### config.mk
export PLATFORM = sky130hd
export DESIGN_NAME = mpsel_ctrl
export DESIGN_NICKNAME = d
export VERILOG_FILES = /design/src/rtl/mpsel_pkg.sv /design/src/rtl/mpsel_fmt_dec.sv /design/src/rtl/mpsel_wrap_inc.sv /design/src/rtl/mpsel_ctrl.sv
export SDC_FILE = /design/constraint.sdc
export NUM_CORES = 1
export LEC_CHECK = 0
export BUFFER_PORTS_ARGS = -buffer_cell sky130_fd_sc_hd__buf_2
export CAP_MARGIN = 0
export CORE_AREA = 3 3 72 47
export CTS_CLUSTER_DIAMETER = 100
export DETAILED_ROUTE_END_ITERATION = 8
export DIE_AREA = 0 0 75 50
export PLACE_DENSITY = 0.88
export SLEW_MARGIN = 0
export SYNTH_ARGS = -nofsm -noshare
export SYNTH_HDL_FRONTEND = slang
export SYNTH_SLANG_ARGS = --single-unit
### constraint.sdc
create_clock -name clk_i -period 3 [get_ports clk_i]
set_input_delay 0.15 -clock clk_i [delete_from_list [all_inputs] [get_ports clk_i]]
set_output_delay 0.15 -clock clk_i [all_outputs]
set_load 0.03 [all_outputs]
### src/rtl/mpsel_pkg.sv
package mpsel_pkg;

    localparam int FMT_W = 4;

    // log2 of element widths of the wide (a) and narrow (b) operand
    typedef struct packed {
        logic [2:0] a_lg;
        logic [2:0] b_lg;
    } fmt_widths_t;

    function automatic fmt_widths_t fmt_widths(input logic [FMT_W-1:0] f);
        fmt_widths_t w;
        case (f)
            4'd0: w = '{a_lg: 3'd4, b_lg: 3'd4};
            4'd1: w = '{a_lg: 3'd3, b_lg: 3'd3};
            4'd2: w = '{a_lg: 3'd2, b_lg: 3'd2};
            4'd3: w = '{a_lg: 3'd1, b_lg: 3'd1};
            4'd4: w = '{a_lg: 3'd4, b_lg: 3'd3};
            4'd5: w = '{a_lg: 3'd4, b_lg: 3'd2};
            4'd6: w = '{a_lg: 3'd4, b_lg: 3'd1};
            4'd7: w = '{a_lg: 3'd3, b_lg: 3'd2};
            4'd8: w = '{a_lg: 3'd3, b_lg: 3'd1};
            4'd9: w = '{a_lg: 3'd2, b_lg: 3'd1};
            default: w = '{a_lg: 3'd3, b_lg: 3'd3};
        endcase
        return w;
    endfunction

endpackage

### src/rtl/mpsel_fmt_dec.sv
module mpsel_fmt_dec #(
    parameter int LIM_W = 4
) (
    input  logic [mpsel_pkg::FMT_W-1:0] fmt_i,
    output logic                        mixed_o,
    output logic [LIM_W-1:0]            lim_o
);
    mpsel_pkg::fmt_widths_t w;
    logic [2:0]             diff;

    always_comb begin
        w       = mpsel_pkg::fmt_widths(fmt_i);
        mixed_o = (w.a_lg > w.b_lg);
        diff    = mixed_o ? (w.a_lg - w.b_lg) : 3'd0;
        lim_o   = LIM_W'(1) << diff;
    end
endmodule

### src/rtl/mpsel_wrap_inc.sv
module mpsel_wrap_inc #(
    parameter int W = 3
) (
    input  logic [W-1:0] cnt_i,
    input  logic [W:0]   lim_i,
    output logic [W-1:0] nxt_o
);
    logic [W:0] inc;

    always_comb begin
        inc   = {1'b0, cnt_i} + {{W{1'b0}}, 1'b1};
        nxt_o = (inc >= lim_i) ? '0 : inc[W-1:0];
    end
endmodule

### src/rtl/mpsel_ctrl.sv
module mpsel_ctrl #(
    parameter int IDX_W   = 3,
    parameter int REUSE_W = 8
) (
    input  logic                        clk_i,
    input  logic                        rst_ni,
    input  logic                        dec_valid_i,
    input  logic                        is_mac_i,
    input  logic [mpsel_pkg::FMT_W-1:0] fmt_i,
    input  logic [REUSE_W-1:0]          reuse_i,
    input  logic                        idx_we_i,
    input  logic [IDX_W-1:0]            idx_wdata_i,
    output logic [IDX_W-1:0]            sub_idx_o,
    output logic [IDX_W-1:0]            csr_idx_o
);
    localparam int LIM_W = IDX_W + 1;

    typedef struct packed {
        logic [IDX_W-1:0]            idx;
        logic [REUSE_W-1:0]          rcnt;
        logic [mpsel_pkg::FMT_W-1:0] fmt;
    } state_t;

    state_t st_d, st_q;

    logic               mixed;
    logic [LIM_W-1:0]   idx_lim;
    logic [REUSE_W-1:0] reuse_eff;
    logic [REUSE_W-1:0] rcnt_nxt;
    logic [IDX_W-1:0]   idx_nxt;
    logic               fmt_chg;
    logic               adv;

    mpsel_fmt_dec #(.LIM_W(LIM_W)) u_dec (
        .fmt_i   (fmt_i),
        .mixed_o (mixed),
        .lim_o   (idx_lim)
    );

    // reuse 0 and 1 both mean "advance on every qualifying MAC"
    assign reuse_eff = (reuse_i <= REUSE_W'(1)) ? REUSE_W'(1) : reuse_i;

    mpsel_wrap_inc #(.W(REUSE_W)) u_rcnt (
        .cnt_i (st_q.rcnt),
        .lim_i ({1'b0, reuse_eff}),
        .nxt_o (rcnt_nxt)
    );

    mpsel_wrap_inc #(.W(IDX_W)) u_idx (
        .cnt_i (st_q.idx),
        .lim_i (idx_lim),
        .nxt_o (idx_nxt)
    );

    always_comb begin
        fmt_chg  = (fmt_i != st_q.fmt);
        adv      = dec_valid_i && is_mac_i && mixed && !fmt_chg;
        st_d     = st_q;
        st_d.fmt = fmt_i;
        if (fmt_chg) begin
            st_d.idx  = '0;
            st_d.rcnt = '0;
        end else if (idx_we_i) begin
            st_d.idx  = idx_wdata_i;
            st_d.rcnt = '0;
        end else if (adv) begin
            st_d.rcnt = rcnt_nxt;
            // reuse counter returning to zero marks the subgroup boundary
            if (rcnt_nxt == '0) begin
                st_d.idx = idx_nxt;
            end
        end
    end

    always_ff @(posedge clk_i or negedge rst_ni) begin
        if (!rst_ni) begin
            st_q <= '0;
        end else begin
            st_q <= st_d;
        end
    end

    assign sub_idx_o = st_q.idx;
    assign csr_idx_o = st_q.idx;
endmodule

==> results.ini <==
[critical_path]
crit_end=csr_idx_o[2]
r2r_end=st_q[11]
crit_arrival_ns=3.02
slowest_delay_ns=0.39
crit_type=in2reg
cp_common_cell=ha_4
worstSetupStartpoint=fmt_i[0]
worst_setup_path_start_kind=input pin
worstPathCellList=buf_2 -> buf_4 -> ha_1 -> mux2i_2 -> o21ai_2 -> ha_4 -> fa_2 -> xor2_2 -> nor2b_4 -> nand3_2 -> ha_4 -> o21ai_1 -> o21bai_1 -> a211oi_4 -> a22o_1 -> a32o_1
cp-end-kind=flop
path_buf_inv=2
timing.reg2reg.setup_slack_ns=0.22
crit_slowest_cell=fa_2
rr_worst_depth=11
cp.depth=16
cp.required_ns=3.14
r2r-start=st_q[4]
cpLargestDelayFamily=adder cells
crit_fanout=5

[synthesis]
yosys.area_share.simple_pct=18.57
synthDominantCellAreaShare_pct=24.65
synth_top_cell_by_area=dfrtp_1
synth_xor_area_share_pct=7.477
synth_fa_ha_area_share_pct=18.57
yosysWarnings=0
dominantRegCellSynth=dfrtp_1
synthMuxAreaShare_pct=0.6574
syn_avg_cell_area_sq_um=8.802
synthesis.nets=215
synth_cell_types=49
ys_async_sr_fraction_pct=100.0
synth-seq-cells=15
ys_seq_area_share_pct=24.65
synth.area.top_cells=dfrtp_1 25%, ha_1 17%, xor2_1 5.8%
syn_area_sq_mm=0.001523
synth_compound_gate_area_share_pct=20.87
netlist_instances=173
synth_edf_count=0
synth_top_family_by_area=compound AO/OA/AOI/OAI gates

[detailed_routing]
vias_per_cell=5.719
final_antenna_net_count=0
via_count=1384
wl_mm=3.784
drc_errors=0
first_pass_iters=4
first_iter_violations=121
wl_per_cell_microns=15.64

[die]
die_w_microns=75
start_util_pct=54.45
dieHeight_microns=50
io_pins=26
rows=15
core_area_sq_mm=0.002796
dieArea_sq_mm=0.003750

[clock_tree]
cts_tree=yes
cts_inserted_buffers=3
numClockSinks=15
ctsLongestPathBuffers=2
clk_latency_ns=0.25
ctsRootBufferMaster=clkbuf_8
cts.clk_slew.worst_paths_ns=0.06
ctsHtreeMaxLevel=1

[layout]
ff_latch_area_sq_um=375.4
n_fill_cell=207
syn2layout_area_growth_pct=27.03
multi_input_area_sq_mm=0.001142
diodes=0
instances_no_fill=242
drive_gt1_share_pct=36.06
final_nets=251

[job]
maxCapViolCount=0

[global_routing]
grt_start_max_net_pins=16
grt_use_total_pct=21.48
grt_pass1_wl_mm=6.196
antenna_found_initial=0
grt_pass1_vias=1350
grt.overflow.total=0

[timing]
fmax_mhz=347.3
period_share_pct=95.97
final-setup-viol-count=0
worstMarginPinSlew_ns=0.4863
finalHoldViolCount=0
whs_ns=0.1436
relSlewSlack_pct=67.28
clock_skew_ns=0.003610
drv_slew=0
setup-tns-final_ns=0
fin_crit_ns=2.879

[placed_design]
placed_cells=235
portBuffers=25
hpwlAfterDp_mm=2.948
gp_congestion=0.8728

[pwr]
max-vdd-ir-drop_mv=0.2846
power_density_mw_per_mm2=298.6
cellLeakagePower_nw=0.9642

[hold_path]
hp-class=in2reg
hold_depth=1

[outcome]
status=completed

## cell usage in the layout, fill, tap and decap left out, types with 6 or more instances in the layout
| cell | n |
|---|---|
| nor2_1 | 7 |
| xor2_1 | 9 |
| nand3_1 | 6 |
| a21oi_1 | 6 |
| buf_4 | 19 |
| dfrtp_1 | 15 |
| ha_1 | 15 |
| inv_1 | 11 |
| nand2_1 | 11 |
| buf_2 | 24 |
## what timing repair did
item,in CTS,in global routing
buffers inserted,0,2
pin swaps,1,18
gates resized for setup,2,32
setup endpoints to repair,3,3
hold buffers,1,0
endpoints found under the hold margin,15,0
## sequential cells by signal (all words and copies together), names as in the netlist
| register | flops |
|---|---|
| st_q | 12 |
| csr_idx_o | 3 |
## metal layers
metal	up-vias	share of wire (%)	track usage, %
met2	56	44	32.66
met5	-	0	0
met3	5	7.8	5.092
met1	628	47	31.87
met4	0	0.50	1.775
li1	695	-	-
## synthesized netlist by cell type, types with 2 or more instances
cell type / instances
a211oi_1: 2
nand2_1: 12
xnor2_1: 3
nor4_1: 4
a21o_1: 2
nor3b_1: 2
buf_2: 3
o21bai_1: 3
a22o_1: 5
ha_1: 21
and3_1: 3
a21oi_1: 10
o21a_1: 2
nor2_1: 8
inv_1: 15
a32o_1: 3
nand3_1: 7
buf_4: 6
clkbuf_1: 2
xor2_1: 10
dfrtp_1: 15
nand4_1: 4
o21ai_0: 5
## power by group
group / switching, mW / internal [mW] / leakage (nW) / total, mW
logic: 0.104 / 0.102 / 0.741 / 0.206
clock network: 0.0698 / 0.0942 / 0.0228 / 0.164
registers: 0.00202 / 0.206 / 0.200 / 0.208
## worst min path at each step
| stage | from | end | slack (ns) |
|---|---|---|---|
| after floorplan | rst_ni | csr_idx_o[0] | -0.15 |
| after global routing | fmt_i[3] | st_q[3] | 0.15 |
| after CTS | fmt_i[3] | st_q[3] | 0.13 |
| final | fmt_i[3] | st_q[3] | 0.14 |
| after global placement | rst_ni | st_q[10] | 0.07 |
| after detailed placement | rst_ni | st_q[10] | 0.07 |
## logic make-up (layout without fill, tap and decap cells)
logic type	Yosys count	count (layout)
buffers and inverters	28	63
AO/OA/AOI/OAI	42	42
flip-flops	15	15
AND/OR/NAND/NOR	52	52
adder cells (fa/ha/maj)	22	22
XOR/XNOR	13	13
multiplexers	1	1
## layout make-up
cell class,instances,area share (%)
well taps,34,2.199
inverters,15,2.911
multi-input cells,130,59.06
flip-flops and latches,15,19.40
repair buffers,44,14.10
clock buffers,4,2.329
## metrics by stage
step | total power [mW] | util, % | setup slack [ns] | cell area [sq um]
floorplan | 0.2966 | - | 0.01865 | 1523
global placement | 0.3493 | 61.75 | -0.2104 | 1727
detailed placement | 0.3568 | 61.75 | -0.3997 | 1727
CTS | 0.5272 | 64.16 | 0.008589 | 1794
global route | 0.6121 | 69.17 | -0.04527 | 1934
finish | 0.5775 | 69.17 | 0.1209 | 1934
(Power assumes the default switching activity.)
